$ cat src/rtl/nvcmd_pkg.sv
package nvcmd_pkg;

    typedef enum logic [2:0] {
        ST_IDLE = 3'd0,
        ST_M1   = 3'd1,
        ST_M2   = 3'd2,
        ST_M3   = 3'd3,
        ST_M4   = 3'd4,
        ST_M5   = 3'd5
    } seq_state_e;

    localparam int PREFIX_LEN = 5;
    localparam int BASE_AW    = 11;

    localparam logic [BASE_AW-1:0] CMD_STORE  = 11'h70F;
    localparam logic [BASE_AW-1:0] CMD_RECALL = 11'h70E;

    // Expected address of the prefix read with index idx (0 = first).
    function automatic logic [BASE_AW-1:0] prefix_addr(input int idx);
        logic [BASE_AW-1:0] a;
        case (idx)
            0:       a = 11'h000;
            1:       a = 11'h555;
            2:       a = 11'h2AA;
            3:       a = 11'h7FF;
            4:       a = 11'h0F0;
            default: a = 11'h000;
        endcase
        return a;
    endfunction

endpackage

$ cat src/rtl/nvcmd_ce_front.sv
module nvcmd_ce_front #(
    parameter int ADDR_W      = 11,
    parameter int SYNC_STAGES = 2
) (
    input  logic              clk,
    input  logic              rst_n,
    input  logic              ce_n_i,
    input  logic              we_n_i,
    input  logic [ADDR_W-1:0] addr_i,
    output logic              acc_vld_o,
    output logic              acc_rd_o,
    output logic [ADDR_W-1:0] acc_addr_o,
    output logic              ce_high_o
);

    localparam int TOP = SYNC_STAGES - 1;

    logic [SYNC_STAGES-1:0] sync_q;
    logic                   prev_q;
    logic                   fall;

    // Synchroniser chain: stage 0 samples the pin, each later stage follows the one before.
    generate
        for (genvar s = 0; s < SYNC_STAGES; s++) begin : g_sync
            if (s == 0) begin : g_first
                always_ff @(posedge clk or negedge rst_n) begin
                    if (!rst_n) sync_q[s] <= 1'b1;
                    else        sync_q[s] <= ce_n_i;
                end
            end else begin : g_next
                always_ff @(posedge clk or negedge rst_n) begin
                    if (!rst_n) sync_q[s] <= 1'b1;
                    else        sync_q[s] <= sync_q[s-1];
                end
            end
        end
    endgenerate

    always_ff @(posedge clk or negedge rst_n) begin
        if (!rst_n) prev_q <= 1'b1;
        else        prev_q <= sync_q[TOP];
    end

    assign fall = prev_q & ~sync_q[TOP];

    // Capture the access on the detected falling edge.
    always_ff @(posedge clk or negedge rst_n) begin
        if (!rst_n) begin
            acc_vld_o  <= 1'b0;
            acc_rd_o   <= 1'b0;
            acc_addr_o <= '0;
        end else begin
            acc_vld_o <= fall;
            if (fall) begin
                acc_rd_o   <= we_n_i;
                acc_addr_o <= addr_i;
            end
        end
    end

    assign ce_high_o = sync_q[TOP];

endmodule

$ cat src/rtl/nvcmd_addr_match.sv
module nvcmd_addr_match
    import nvcmd_pkg::*;
#(
    parameter int ADDR_W = 11
) (
    input  seq_state_e        step_i,
    input  logic [ADDR_W-1:0] addr_i,
    output logic              adv_o,
    output logic              restart_o,
    output logic              store_hit_o,
    output logic              recall_hit_o
);

    logic [PREFIX_LEN-1:0] pre_hit;

    // One comparator for each prefix position.
    generate
        for (genvar g = 0; g < PREFIX_LEN; g++) begin : g_cmp
            assign pre_hit[g] = (addr_i == ADDR_W'(prefix_addr(g)));
        end
    endgenerate

    always_comb begin
        adv_o = 1'b0;
        unique case (step_i)
            ST_IDLE: adv_o = pre_hit[0];
            ST_M1:   adv_o = pre_hit[1];
            ST_M2:   adv_o = pre_hit[2];
            ST_M3:   adv_o = pre_hit[3];
            ST_M4:   adv_o = pre_hit[4];
            ST_M5:   adv_o = 1'b0;
            default: adv_o = 1'b0;
        endcase
    end

    assign restart_o    = pre_hit[0];
    assign store_hit_o  = (addr_i == ADDR_W'(CMD_STORE));
    assign recall_hit_o = (addr_i == ADDR_W'(CMD_RECALL));

endmodule

$ cat src/rtl/nvcmd_seq_fsm.sv
module nvcmd_seq_fsm
    import nvcmd_pkg::*;
(
    input  logic       clk,
    input  logic       rst_n,
    input  logic       acc_vld_i,
    input  logic       acc_rd_i,
    input  logic       adv_i,
    input  logic       restart_i,
    input  logic       store_hit_i,
    input  logic       recall_hit_i,
    input  logic       pwr_ok_i,
    input  logic       busy_i,
    input  logic       ce_high_i,
    output seq_state_e state_o,
    output logic       store_req_o,
    output logic       recall_req_o,
    output logic       out_hiz_o
);

    seq_state_e state_q, state_d;
    logic       issue_store, issue_recall;
    seq_state_e miss_state;

    assign miss_state = restart_i ? ST_M1 : ST_IDLE;

    always_comb begin
        state_d      = state_q;
        issue_store  = 1'b0;
        issue_recall = 1'b0;
        if (busy_i) begin
            state_d = ST_IDLE;                       // clear
        end else if (acc_vld_i) begin
            if (!acc_rd_i) begin
                state_d = ST_IDLE;                   // abort on write
            end else begin
                unique case (state_q)
                    ST_IDLE: state_d = adv_i ? ST_M1 : ST_IDLE;
                    ST_M1:   state_d = adv_i ? ST_M2 : miss_state;
                    ST_M2:   state_d = adv_i ? ST_M3 : miss_state;
                    ST_M3:   state_d = adv_i ? ST_M4 : miss_state;
                    ST_M4:   state_d = adv_i ? ST_M5 : miss_state;
                    ST_M5: begin
                        if (store_hit_i) begin
                            issue_store = pwr_ok_i;  // issue, inhibited on low supply
                            state_d     = ST_IDLE;
                        end else if (recall_hit_i) begin
                            issue_recall = 1'b1;     // issue
                            state_d      = ST_IDLE;
                        end else begin
                            state_d = miss_state;
                        end
                    end
                    default: state_d = ST_IDLE;
                endcase
            end
        end
    end

    always_ff @(posedge clk or negedge rst_n) begin
        if (!rst_n) state_q <= ST_IDLE;
        else        state_q <= state_d;
    end

    always_ff @(posedge clk or negedge rst_n) begin
        if (!rst_n) begin
            store_req_o  <= 1'b0;
            recall_req_o <= 1'b0;
            out_hiz_o    <= 1'b0;
        end else begin
            store_req_o  <= issue_store;
            recall_req_o <= issue_recall;
            if (issue_store || issue_recall) out_hiz_o <= 1'b1;
            else if (ce_high_i)              out_hiz_o <= 1'b0;
        end
    end

    assign state_o = state_q;

endmodule

$ cat src/rtl/nvcmd_seq_detect.sv
module nvcmd_seq_detect
    import nvcmd_pkg::*;
#(
    parameter int ADDR_W      = 11,
    parameter int SYNC_STAGES = 2
) (
    input  logic              clk,
    input  logic              rst_n,
    input  logic [ADDR_W-1:0] addr,
    input  logic              ce_n,
    input  logic              we_n,
    input  logic              pwr_ok,
    input  logic              ctrl_busy,
    output logic              store_req,
    output logic              recall_req,
    output logic              out_hiz,
    output logic [2:0]        match_step
);

    logic              acc_vld, acc_rd, ce_high;
    logic [ADDR_W-1:0] acc_addr;
    logic              adv, restart, store_hit, recall_hit;
    seq_state_e        state;

    nvcmd_ce_front #(
        .ADDR_W      (ADDR_W),
        .SYNC_STAGES (SYNC_STAGES)
    ) u_front (
        .clk        (clk),
        .rst_n      (rst_n),
        .ce_n_i     (ce_n),
        .we_n_i     (we_n),
        .addr_i     (addr),
        .acc_vld_o  (acc_vld),
        .acc_rd_o   (acc_rd),
        .acc_addr_o (acc_addr),
        .ce_high_o  (ce_high)
    );

    nvcmd_addr_match #(
        .ADDR_W (ADDR_W)
    ) u_match (
        .step_i       (state),
        .addr_i       (acc_addr),
        .adv_o        (adv),
        .restart_o    (restart),
        .store_hit_o  (store_hit),
        .recall_hit_o (recall_hit)
    );

    nvcmd_seq_fsm u_fsm (
        .clk          (clk),
        .rst_n        (rst_n),
        .acc_vld_i    (acc_vld),
        .acc_rd_i     (acc_rd),
        .adv_i        (adv),
        .restart_i    (restart),
        .store_hit_i  (store_hit),
        .recall_hit_i (recall_hit),
        .pwr_ok_i     (pwr_ok),
        .busy_i       (ctrl_busy),
        .ce_high_i    (ce_high),
        .state_o      (state),
        .store_req_o  (store_req),
        .recall_req_o (recall_req),
        .out_hiz_o    (out_hiz)
    );

    assign match_step = 3'(state);

endmodule

$ cat config.mk
export PLATFORM = sky130hd
export DESIGN_NAME = nvcmd_seq_detect
export DESIGN_NICKNAME = d
export VERILOG_FILES = /design/src/rtl/nvcmd_pkg.sv /design/src/rtl/nvcmd_ce_front.sv /design/src/rtl/nvcmd_addr_match.sv /design/src/rtl/nvcmd_seq_fsm.sv /design/src/rtl/nvcmd_seq_detect.sv
export SDC_FILE = /design/constraint.sdc
export NUM_CORES = 1
export LEC_CHECK = 0
export CORE_MARGIN = 4
export CORE_UTILIZATION = 52
export CTS_CLUSTER_DIAMETER = 50
export DETAILED_ROUTE_END_ITERATION = 10
export DONT_BUFFER_PORTS = 1
export PLACE_DENSITY = 0.81
export SLEW_MARGIN = 10
export SYNTH_ARGS = -nofsm -noshare
export SYNTH_HDL_FRONTEND = slang
export SYNTH_SLANG_ARGS = --single-unit
$ cat constraint.sdc
create_clock -name clk -period 1.6 [get_ports clk]
set_clock_uncertainty 0.1 [all_clocks]
set_input_delay 0.24 -clock clk [delete_from_list [all_inputs] [get_ports clk]]
set_output_delay 0.24 -clock clk [all_outputs]
set_load 0.01 [all_outputs]
== Word level (Yosys, flattened, before mapping) ==
Cells that the tools add are included.

* Eq/ne operators: 11
* Multiplexer cells: 26
* Bitwise operators: 2
* Reductions and logical operators: 5

{| class="wikitable"
|+ Operators by type and width
! cell !! number
|-
| equality test 11 bit (second input constant) || 4
|-
| 2-to-1 mux 3 bit || 9
|-
| one-hot mux 3 bit (6 select lines) || 1
|-
| 2-to-1 mux 1 bit || 15
|-
| equality test 11 x 10 -> 1 bit (second input constant) || 1
|-
| equality test 11 x 8 -> 1 bit (second input constant) || 1
|-
| logical NOT 11 bit || 1
|-
| equality test 3 x 2 -> 1 bit (second input constant) || 2
|-
| equality test 3 bit (second input constant) || 2
|-
| one-hot mux 1 bit (5 select lines) || 1
|-
| nonzero test 2 bit || 2
|-
| equality test 3 x 1 -> 1 bit (second input constant) || 1
|-
| logical NOT 3 bit || 1
|-
| bitwise AND 1 bit || 1
|-
| logical OR 1 bit || 1
|-
| NOT 1 bit || 1
|}

* Register bits: 22
* Input bits: 17
* Output and inout port bits: 6

== Logic depth before layout (Yosys ltp) ==
Gate-level depths: netlist of run 1.

* Word-level depth: 9
* Mapped depth: 5
* Depth with buffers taken out: 4

== By module ==
From an unflattened synthesis of run 1, not the netlist that was laid out.

* Cell total of the unflattened synthesis: 98
* Area, all modules: 1117.3 um^2

{| class="wikitable"
|+ Modules (own cells, without submodules)
! module !! instances !! cells an instance !! area each (um^2) !! seq. area each (um^2)
|-
| nvcmd_ce_front || 1 || 30 || 606.8 || 404.1
|-
| nvcmd_seq_fsm || 1 || 32 || 315.3 || 150.1
|-
| nvcmd_addr_match || 1 || 36 || 195.2 || 0.0
|}

== Least setup slack after synthesis of run 1 ==
OpenSTA, ideal clock, no wires.

* Path type: reg2reg
* From: register u_front.acc_addr_o[4]
* To: register u_fsm.out_hiz_o
* Library setup time: 0.080 ns
* Arrival time: 1.380 ns
* Required time: 1.420 ns
* Setup slack: 0.040 ns
* Stages on the path, launching flop included: 5
* Buffers on the path: 0
* Clock period less this slack: 1.560 ns
* Path through: dfrtp_1 nor4_2 nand2b_1 or4_4 o22ai_2

* Word-level cells in the longest chain between the ends: 9

{| class="wikitable"
|+ RTL lines
! item !! line !! source
|-
| start: declaration || nvcmd_ce_front.sv:12 || <nowiki>output logic [ADDR_W-1:0] acc_addr_o,</nowiki>
|-
| start signal: assignment || nvcmd_ce_front.sv:56 || <nowiki>acc_addr_o <= addr_i;</nowiki>
|-
| equality test 11 bit || nvcmd_addr_match.sv:38 || <nowiki>assign recall_hit_o = (addr_i == ADDR_W'(CMD_RECALL));</nowiki>
|-
| 2-to-1 mux 1 bit || nvcmd_seq_fsm.sv:47 || <nowiki>end else if (recall_hit_i) begin</nowiki>
|-
| 2-to-1 mux 1 bit || nvcmd_seq_fsm.sv:44 || <nowiki>if (store_hit_i) begin</nowiki>
|-
| 2-to-1 mux 1 bit || nvcmd_seq_fsm.sv:37 || <nowiki>unique case (state_q)</nowiki>
|-
| 2-to-1 mux 1 bit || nvcmd_seq_fsm.sv:34 || <nowiki>if (!acc_rd_i) begin</nowiki>
|-
| 2-to-1 mux 1 bit || nvcmd_seq_fsm.sv:33 || <nowiki>end else if (acc_vld_i) begin</nowiki>
|-
| 2-to-1 mux 1 bit || nvcmd_seq_fsm.sv:31 || <nowiki>if (busy_i) begin</nowiki>
|-
| logical OR 1 bit (*) || nvcmd_seq_fsm.sv:73 || <nowiki>if (issue_store || issue_recall) out_hiz_o <= 1'b1;</nowiki>
|-
| 2-to-1 mux 1 bit or nonzero test 2 bit (tied branches) || - ||
|-
| end signal: assignment || nvcmd_seq_fsm.sv:69 || <nowiki>out_hiz_o <= 1'b0;</nowiki>
|-
| end signal: assignment || nvcmd_seq_fsm.sv:73 ||
|-
| end signal: assignment || nvcmd_seq_fsm.sv:74 || <nowiki>else if (ce_high_i) out_hiz_o <= 1'b0;</nowiki>
|-
| end: declaration || nvcmd_seq_fsm.sv:18 || <nowiki>output logic out_hiz_o</nowiki>
|}

Mark *: on every way between the ends. The rest lies on a longest branch, timed or not.
A chain may end at the register's enable or synchronous reset.

== Worst setup path after layout of run 1 ==
* From: register u_front.acc_addr_o[6]
* To: register u_fsm.store_req_o

* Word-level cells in the longest chain between the ends: 6

{| class="wikitable"
|+ RTL lines
! item !! line !! source
|-
| equality test 11 bit || nvcmd_addr_match.sv:37 || <nowiki>assign store_hit_o = (addr_i == ADDR_W'(CMD_STORE));</nowiki>
|-
| 2-to-1 mux 1 bit || nvcmd_seq_fsm.sv:44 ||
|-
| 2-to-1 mux 1 bit || nvcmd_seq_fsm.sv:37 ||
|-
| 2-to-1 mux 1 bit || nvcmd_seq_fsm.sv:34 ||
|-
| 2-to-1 mux 1 bit || nvcmd_seq_fsm.sv:33 ||
|-
| 2-to-1 mux 1 bit || nvcmd_seq_fsm.sv:31 ||
|-
| net u_fsm.issue_store || nvcmd_seq_fsm.sv:22 || <nowiki>logic issue_store, issue_recall;</nowiki>
|-
| end signal: assignment || nvcmd_seq_fsm.sv:71 || <nowiki>store_req_o <= issue_store;</nowiki>
|-
| end: declaration || nvcmd_seq_fsm.sv:16 || <nowiki>output logic store_req_o,</nowiki>
|}

The timed path passes the listed nets, and every way through them passes these cells.

==> metrics.txt, run 1 <==
status=complete, no violations; min cycle time layout=1.580 ns; Comb pwr share=19.8%; number of global-route vias before repair=856; sw frac=24.76%; io pins=23; Vias/cell=5.531; M3 GR Usage=5.128%; crit start category=flip-flop; grt peak-use layer=met2; net count after synthesis=103; setup TNS=0 ns; Clk network pwr share=25.4%; maximum level of the CTS H-tree=1; layout net count=136; clock sink total=22; Seq/Total Area, Yosys=53.37%; worst min path class=input port to flip-flop; Final Util=76.32%; Crit Path Category=flip-flop to flip-flop; GR Layer Usage met1=20.98%; Worst-Skew Late Latency=0.30 ns; Peak Freq=0.6328 GHz; PwrDens=856.7 mW/mm2; Vias=791; Sequential Power Share=54.8%; Hold Vio Cnt, Final=0; antenna violations before repair=0; Die Ht=52.69 um; placed insts=121; Site Rows=15; gpl congestion=0.8608; Routed WL=2.271 mm; FF+latch count, synth=22; starting DRC count in detailed routing=13; share of layout cells above drive strength 1=38.98%; RSZ-0062 raised after global routing=yes; met2 Use GR=32.02%; Pleak=0.5493 nW; Worst-Margin Slew=0.9552 ns; Syn Area/Cell=12.08 um2; Hold Path Depth=3; count of input and output buffers=0; Tcrit/Tclk final=98.76%; Initial Util=57.64%; Setup crit end kind=flip-flop; Slew HR=36.11%; Peak VDD IR=0.7557 mV; Gate Count Post-Synth=86; Initial DRT Pass Iterations=4; YS warnings=0; Routed WL per cell=15.88 um; largest net degree at the start of global routing=23; Int Power=886.3 uW; CP Max Fanout=3; Core ar.=0.001802 mm2; Worst EP required=1.74 ns; Reg clk slew, reported paths=0.12 ns; commonest cells after routing, fill and taps aside=17 x dfrtp_1, 16 x buf_4, 15 x dlygate4sd3_1; Sw Pwr=291.7 uW; Setup WS post-layout=0.01984 ns; ant diodes=0; worst endpoint data arrival time=1.72 ns; post-route DRC violation count=0; grt ovf=0; die area=0.002776 mm2; Area Growth Syn to Fin=32.41%; deepest clock path buffer count=2; CTS Buf Count=3; # setup viols final=0; leading cell type in the layout, fill and taps excluded=dfrtp_1; first-pass GRT wire length=3.712 mm; Post-DP Area=0.001142 mm2; Post-DP HPWL=1.536 mm; TritonCTS clock tree=done; count of different cell masters after synthesis=34; fin cells=143; Reg2Reg Depth=5; gr usage total=18.38%; Design Area, Final=0.001375 mm2; chip width=52.69 um; worst slack at placement=-0.007155 ns; max cap viols=0; Synth Cell Area=0.001038 mm2; max-slew violation count=0; Root Buffer=clkbuf_4; Routed Antenna Nets=0
[cell type report]
class,instances,area (um2)
well taps,25,31.28
multi-input cells,59,465.4
fillers,129,426.7
inverters,1,3.754
flip-flops and latches,22,556.8
repair buffers,32,281.5
clock buffers,4,36.28
[flip-flops by register name, indices dropped and copies added (netlist names)]
signal	flops
u_front.ce_high_o	1
u_fsm.store_req_o	1
u_fsm.state_o	3
u_front.acc_rd_o	1
u_front.sync_q	1
u_front.acc_vld_o	1
u_front.acc_addr_o	11
u_front.prev_q	1
u_fsm.out_hiz_o	1
u_fsm.recall_req_o	1
[metal layers]
layer	share of wire, %	routed length [um]	vias up
li1	-	-	376
met1	41	927	387
met2	54	1216	24
met3	4.8	108	4
met4	0.84	19	0
met5	0	0	-
[worst paths after layout]
| kind | startpoint | to | slack, ns |
|---|---|---|---|
| setup / recovery | u_front.acc_addr_o[6] | u_fsm.store_req_o | 0.02 |
| hold / removal | ctrl_busy | u_fsm.state_o[1] | 0.02 |
| setup reg to reg | u_front.acc_addr_o[6] | u_fsm.store_req_o | 0.02 |
| hold reg to reg | u_front.sync_q[0] | u_front.ce_high_o | 0.27 |
| max in group asynchronous | rst_n | u_fsm.state_o[2] | 0.34 |
| min in group asynchronous | rst_n | u_fsm.state_o[1] | 0.42 |
[power by group through the flow]
stage / clock network [mW] / logic [mW] / registers (mW)
floorplan: 0 / 0.0849 / 0.657
global placement: 0 / 0.154 / 0.653
detailed placement: 0 / 0.160 / 0.657
CTS: 0.304 / 0.202 / 0.646
global route: 0.338 / 0.250 / 0.653
finish: 0.299 / 0.233 / 0.646
[worst max-delay path, cell delays in order, from the launching register on]
cell,delay [ns]
dfrtp_1,0.42
buf_4,0.14
nor4_2,0.12
nand2b_1,0.10
or4_4,0.53
nor2_2,0.12
[synth_stat cells (all sizes together)]
| cell type | instances | area [um2] |
|---|---|---|
| nor4 | 2 | 18.77 |
| o22ai | 1 | 12.51 |
| nor4b | 1 | 8.760 |
| and3 | 1 | 6.260 |
| a32o | 1 | 10.01 |
| buf | 3 | 27.52 |
| dfstp | 3 | 78.83 |
| o21ai | 6 | 30.02 |
| nand2 | 5 | 18.77 |
| nand4b | 1 | 8.760 |
| and3b | 1 | 8.760 |
| xnor2 | 1 | 8.760 |
| o2bb2a | 1 | 10.01 |
| nor2b | 2 | 12.51 |
| and4 | 1 | 8.760 |
| nand3 | 5 | 25.02 |
| a211oi | 1 | 12.51 |
| nor3 | 2 | 10.01 |
| nor2 | 3 | 11.26 |
| dfrtp | 19 | 475.5 |
| nand3b | 2 | 15.01 |
| clkbuf | 1 | 5.000 |
| or4 | 1 | 11.26 |
| o21a | 1 | 7.510 |
| nand2b | 3 | 18.77 |
| nor3b | 2 | 15.01 |
| o21ba | 1 | 10.01 |
| mux2 | 12 | 135.1 |
| o211ai | 1 | 7.510 |
| or3 | 1 | 6.260 |
| inv | 1 | 3.750 |
[cell families after synthesis]
family,Yosys count,share of synthesized area [%]
compound gates,13,9.638
xor+xnor,1,0.8435
buf+inv,5,3.493
flops,22,53.37
mux,12,13.01
simple gates,33,19.64
[repair_timing]
action | in CTS | in global routing
resized for setup | 3 | 7
endpoints found under the setup margin | 5 | 6
hold endpoints to repair | 37 | 0
setup buffers | 0 | 3
hold buffers | 15 | 0
pin swaps | 2 | 8
[through the flow]
step                      power, mW  hold WS [ns]
after global placement       0.8066       -0.1551
final                         1.178       0.02412
after detailed placement     0.8170       -0.1550
after global routing          1.242       0.02901
after floorplan              0.7418       -0.1556
after CTS                     1.151       0.01529
(Power assumes the default switching activity.)
==> run 2, diff against run 1 <==
Clock period 1.6 ns to 1.35 ns, I/O delays scaled along.
==> run 2 against run 1 <==
- clock power increased by 27%
- highest routed layer unchanged
- via count rose by 24%
- worst setup slack lost 0.32 ns
- routed wire length rose by 62%
- critical path type unchanged
- final cell count increased by 9.8%
- core utilization up 13 points
- flip-flop and latch count unchanged
- critical path depth fell by 1
- the run now ends with negative setup slack left
- global-route usage is 9.2 points higher
- largest power group unchanged
- power rose by 32%
- hold slack worse by 0.012 ns
==> metrics.txt, run 2 (synthesis results as in run 1) <==
leading cell type in the layout, fill and taps excluded=buf_4 (was dfrtp_1); crit start category=flip-flop (unchanged); first-pass GRT wire length=5.237 mm (was 3.712 mm); Pleak=0.6999 nW (was 0.5493 nW); Tcrit/Tclk final=122.3% (was 98.76%); maximum level of the CTS H-tree=1 (unchanged); min cycle time layout=1.651 ns (was 1.580 ns); PwrDens=971.3 mW/mm2 (was 856.7 mW/mm2); Critical-path top delay cell=or4_4 (unchanged); Initial DRT Pass Iterations=4 (unchanged); chip width=52.69 um (unchanged); commonest cells after routing, fill and taps aside=28 x buf_4, 17 x dfrtp_1, 15 x dlygate4sd3_1 (was 17 x dfrtp_1, 16 x buf_4, 15 x dlygate4sd3_1); Reg clk slew, reported paths=0.13 ns (was 0.12 ns); max reg flops=11 (unchanged); Core ar.=0.001802 mm2 (unchanged); Peak Freq=0.6057 GHz (was 0.6328 GHz); max-slew violation count=0 (unchanged); io pins=23 (unchanged); total power=1.559 mW (was 1.178 mW); count of input and output buffers=0 (unchanged); hold_ws=0.01242 ns (was 0.02412 ns); max cap viols=0 (unchanged); Root Buffer=clkbuf_4 (unchanged); Vias=984 (was 791); layout net count=150 (was 136); Reg2Reg Setup Slack=-0.30 ns (was 0.02 ns); worst min path class=input port to asynchronous set/reset pin (was input port to flip-flop); starting DRC count in detailed routing=66 (was 13); antenna violations before repair=0 (unchanged); clock sink total=22 (unchanged); CP Max Fanout=3 (unchanged); Critical Path Stages=4 (was 5); Vias/cell=6.268 (was 5.531); Site Rows=15 (unchanged); worst endpoint data arrival time=1.80 ns (was 1.72 ns); Setup crit end kind=flip-flop (unchanged); deepest clock path buffer count=2 (unchanged); CP Buf/Inv Count=0 (was 1); gpl congestion=0.9487 (was 0.8608); die area=0.002776 mm2 (unchanged); Most flops, register=u_front.acc_addr_o (unchanged); CTS Buf Count=3 (unchanged); crit path from=u_front.acc_addr_o[7] (was u_front.acc_addr_o[6]); worst stage delay on the critical path=0.49 ns (was 0.53 ns); RSZ-0062 raised after global routing=yes (unchanged); Routed WL=3.671 mm (was 2.271 mm); Reg2Reg Depth=4 (was 5); worst r2r src=u_front.acc_addr_o[7] (was u_front.acc_addr_o[6]); cell family with most CP delay=simple AND/OR/NAND/NOR gates (unchanged); TritonCTS clock tree=done (unchanged); # setup viols final=13 (was 0); grt ovf=0 (unchanged); post-route DRC violation count=0 (unchanged); Worst-Margin Slew=1.010 ns (was 0.9552 ns); Slew HR=32.65% (was 36.11%); Routed Antenna Nets=0 (unchanged); number of global-route vias before repair=992 (was 856); share of layout cells above drive strength 1=50.76% (was 38.98%); Post-DP HPWL=1.702 mm (was 1.536 mm); Die Ht=52.69 um (unchanged); status=finished, violations left (was complete, no violations); Initial Util=57.64% (unchanged); largest net degree at the start of global routing=23 (unchanged); Critical path destination=u_fsm.recall_req_o (was u_fsm.store_req_o); Reg2Reg Capture Point=u_fsm.recall_req_o (was u_fsm.store_req_o); Crit Path Category=flip-flop to flip-flop (unchanged); Worst EP required=1.50 ns (was 1.74 ns); ant diodes=0 (unchanged); Routed WL per cell=23.38 um (was 15.88 um); Hold Vio Cnt, Final=0 (unchanged); Peak VDD IR=0.9229 mV (was 0.7557 mV); Worst-Skew Late Latency=0.32 ns (was 0.30 ns); critical path cell sequence=nor4_2 > nand2b_1 > or4_4 > nor2_2 (was buf_4 > nor4_2 > nand2b_1 > or4_4 > nor2_2); failing checks=negative setup slack; Area Growth Syn to Fin=54.58% (was 32.41%); gr usage total=27.55% (was 18.38%); Setup WS post-layout=-0.3011 ns (was 0.01984 ns)
run 2: cell types whose count changed in the layout (fill, tap and decap cells not counted), moves of 3 or more:
cell | before | now
buf_4 | 16 | 28
mux2_2 | 12 | 0
mux2_4 | 0 | 12
o21ai_1 | 6 | 3
o21ai_2 | 0 | 3
run 2: metrics by stage:
step / area, um2 / instances / TNS (ns) / setup WS [ns] / util (%)
6_report: 1605 / 157 / -2.220 / -0.3011 / 89.10
5_1_grt: 1605 / 157 / -2.676 / -0.3237 / 89.10
4_1_cts: 1556 / 153 / -1.807 / -0.1758 / 86.39
3_5_place_dp: 1240 / 126 / -1.106 / -0.2046 / 68.82
3_3_place_gp: 1240 / 126 / -0.8196 / -0.1781 / 68.82
2_1_floorplan: 1101 / 86 / -0.7768 / -0.1428 / -
run 2: worst min-delay path by stage:
stage / from / end / slack, ns / cells after the start
finish: rst_n / u_front.acc_addr_o[2] / 0.01 / 1
global route: rst_n / u_fsm.store_req_o / 0.08 / 1
CTS: ctrl_busy / u_fsm.store_req_o / 0.21 / 4
detailed placement: rst_n / u_front.acc_vld_o / -0.19 / 0
global placement: rst_n / u_front.acc_rd_o / -0.19 / 0
floorplan: rst_n / u_front.acc_addr_o[0] / -0.19 / 0
run 2: final cells by class:
class | instances | area [um2]
sequential | 22 | 556.8
tap | 25 | 31.28
clock buffer | 4 | 36.28
multi-input combinational | 59 | 561.8
timing repair buffer | 46 | 415.4
inverter | 1 | 3.754
fill | 70 | 196.4
run 2: routing by layer:
layer / vias to the layer above / track usage (%) / share of wire (%)
met5: - / 0 / 0
met4: 0 / 11.91 / 1.8
met3: 8 / 6.268 / 10
met2: 78 / 45.04 / 51
met1: 492 / 34.55 / 37
li1: 406 / - / -
run 2: timing repair:
item | in CTS | in global routing
endpoints found under the hold margin | 39 | 0
pin swaps | 8 | 1
resized for setup | 10 | 11
buffers inserted | 6 | 5
endpoints found under the setup margin | 11 | 38
cloned | 1 | 0
hold buffers | 16 | 0
run 2: worst register-to-register path, stage by stage, from the launching register on:
cell,delay (ns)
dfrtp_1,0.43
nor4_2,0.29
nand2b_1,0.13
or4_4,0.49
nor2_2,0.14
run 2: where the power goes:
| group | switching [mW] | internal [mW] | total [mW] |
|---|---|---|---|
| sequential | 0.0688 | 0.722 | 0.790 |
| clock | 0.214 | 0.165 | 0.379 |
| combinational | 0.152 | 0.238 | 0.390 |
| total | 0.434 | 1.12 | 1.56 |
==> run 3, diff against run 2 <==
Settings changed: MAX_ROUTING_LAYER set to met4.
==> run 3 against run 2 <==
- the flow still finishes with violations (negative setup slack)
- maximum frequency decreased by 0.66%
- critical endpoint unchanged
- non-clock buffer count stayed put
- clock power hardly changed
- combinational power about the same
- flip-flop and latch count stayed put
- first-iteration DRC count fell by 35%
- routed wire length fell by 1.5%
==> metrics.txt, run 3 (synthesis results as in run 1) <==
status=finished, violations left (unchanged); failing checks=negative setup slack (unchanged); Die Ht=52.69 um (unchanged); largest net degree at the start of global routing=23 (unchanged); commonest cells after routing, fill and taps aside=28 x buf_4, 17 x dfrtp_1, 15 x dlygate4sd3_1 (unchanged); CP Buf/Inv Count=0 (unchanged); share of layout cells above drive strength 1=50.76% (unchanged); Hold Vio Cnt, Final=0 (unchanged); Setup WS post-layout=-0.3120 ns (was -0.3011 ns); antenna violations before repair=0 (unchanged); deepest clock path buffer count=2 (unchanged); post-route DRC violation count=0 (unchanged); Reg2Reg Setup Slack=-0.31 ns (was -0.30 ns); number of global-route vias before repair=994 (was 992); leading cell type in the layout, fill and taps excluded=buf_4 (unchanged); max cap viols=0 (unchanged); chip width=52.69 um (unchanged); crit start category=flip-flop (unchanged); Routed Antenna Nets=0 (unchanged); min cycle time layout=1.662 ns (was 1.651 ns); Peak Freq=0.6017 GHz (was 0.6057 GHz); Comb pwr share=25.0% (about the same); CTS Buf Count=3 (unchanged); fin cells=157 (unchanged); Int Power=1.125 mW (about the same); Initial DRT Pass Iterations=4 (unchanged); Pleak=0.6999 nW (unchanged); Routed WL=3.616 mm (was 3.671 mm); die area=0.002776 mm2 (unchanged); Clk network pwr share=24.3% (about the same); Sequential Power Share=50.7% (about the same); setup TNS=-2.284 ns (was -2.220 ns); worst stage delay on the critical path=0.49 ns (about the same); Setup crit end kind=flip-flop (unchanged); Core ar.=0.001802 mm2 (unchanged); sw frac=27.84% (was 27.86%); Slew HR=32.05% (was 32.65%); Critical-path top delay cell=or4_4 (unchanged); Routed WL per cell=23.03 um (was 23.38 um); Most flops, register=u_front.acc_addr_o (unchanged); hold_ws=0.01275 ns (was 0.01242 ns); Tcrit/Tclk final=123.1% (was 122.3%); grt ovf=0 (unchanged); Post-DP HPWL=1.702 mm (unchanged); Sw Pwr=434.1 uW (was 434.3 uW); CP Max Fanout=4 (was 3); maximum level of the CTS H-tree=1 (unchanged); max reg flops=11 (unchanged); Area Growth Syn to Fin=54.58% (unchanged); Reg clk slew, reported paths=0.13 ns (about the same); starting DRC count in detailed routing=43 (was 66); # setup viols final=12 (was 13); gpl congestion=0.9659 (was 0.9487); placed insts=126 (unchanged); clock sink total=22 (unchanged); Vias/cell=6.191 (was 6.268); Vias=972 (was 984); first-pass GRT wire length=5.250 mm (was 5.237 mm); Final Util=89.10% (unchanged); Worst-Margin Slew=1.019 ns (was 1.010 ns); Crit Path Category=flip-flop to flip-flop (unchanged); Worst EP required=1.49 ns (was 1.50 ns); PwrDens=971.1 mW/mm2 (was 971.3 mW/mm2); cell family with most CP delay=simple AND/OR/NAND/NOR gates (unchanged); ant diodes=0 (unchanged); Site Rows=15 (unchanged); TritonCTS clock tree=done (unchanged); worst endpoint data arrival time=1.80 ns (about the same); max-slew violation count=0 (unchanged); io pins=23 (unchanged); Peak VDD IR=0.9174 mV (was 0.9229 mV); worst min path class=input port to asynchronous set/reset pin (unchanged); layout net count=150 (unchanged); count of input and output buffers=0 (unchanged); Worst-Skew Late Latency=0.32 ns (about the same); Initial Util=57.64% (unchanged); gr usage total=28.26% (was 27.55%); RSZ-0062 raised after global routing=yes (unchanged); Root Buffer=clkbuf_4 (unchanged); critical path cell sequence=nor4_2 > nand2b_1 > or4_4 > nor2_2 (unchanged)
-- run 3: cell counts in the layout (fill, tap and decap cells not counted) --
Identical to the previous run, type by type.
-- run 3: power by group through the flow --
| stage | Combinational, mW | Sequential (mW) | Clock (mW) |
|---|---|---|---|
| finish | 0.390 | 0.790 | 0.379 |
| floorplan | 0.131 | 0.784 | 0 |
| CTS | 0.351 | 0.779 | 0.367 |
| detailed placement | 0.237 | 0.786 | 0 |
| global route | 0.412 | 0.796 | 0.414 |
| global placement | 0.228 | 0.782 | 0 |
-- run 3: final timing paths --
kind                                            start                     to  cells after the start
max in group asynchronous                       rst_n       u_fsm.state_o[0]                      1
worst max-delay path            u_front.acc_addr_o[4]     u_fsm.recall_req_o                      4
min in group clk                    u_front.sync_q[0]      u_front.ce_high_o                      0
worst min register to register      u_front.sync_q[0]      u_front.ce_high_o                      0
worst min-delay path                            rst_n  u_front.acc_addr_o[2]                      1
worst max register to register  u_front.acc_addr_o[4]     u_fsm.recall_req_o                      4
-- run 3: final cells by class --
type	instances	area, um2
clock buffer	4	36.28
fill	70	196.4
tap	25	31.28
sequential	22	556.8
multi-input combinational	59	561.8
timing repair buffer	46	415.4
inverter	1	3.754
-- run 3: repair_timing --
item	in CTS	in global routing
gates cloned	1	0
pin swaps	8	1
setup buffers	6	5
hold endpoints to repair	39	0
resized for setup	10	11
hold buffers	16	0
endpoints found under the setup margin	11	38
-- run 3: routing by layer --
metal | up-vias | track usage, % | wire length (um)
met1 | 469 | 35.10 | 1379
met2 | 83 | 44.83 | 1762
li1 | 404 | - | -
met5 | - | - | 0
met3 | 16 | 5.698 | 342
met4 | 0 | 11.91 | 132
-- run 3: through the flow --
| step | total power [mW] | area, um2 | setup WS (ns) |
|---|---|---|---|
| finish | 1.559 | 1605 | -0.3120 |
| CTS | 1.497 | 1556 | -0.1758 |
| global placement | 1.010 | 1240 | -0.1781 |
| global route | 1.622 | 1605 | -0.3298 |
| detailed placement | 1.023 | 1240 | -0.2046 |
| floorplan | 0.9155 | 1101 | -0.1428 |
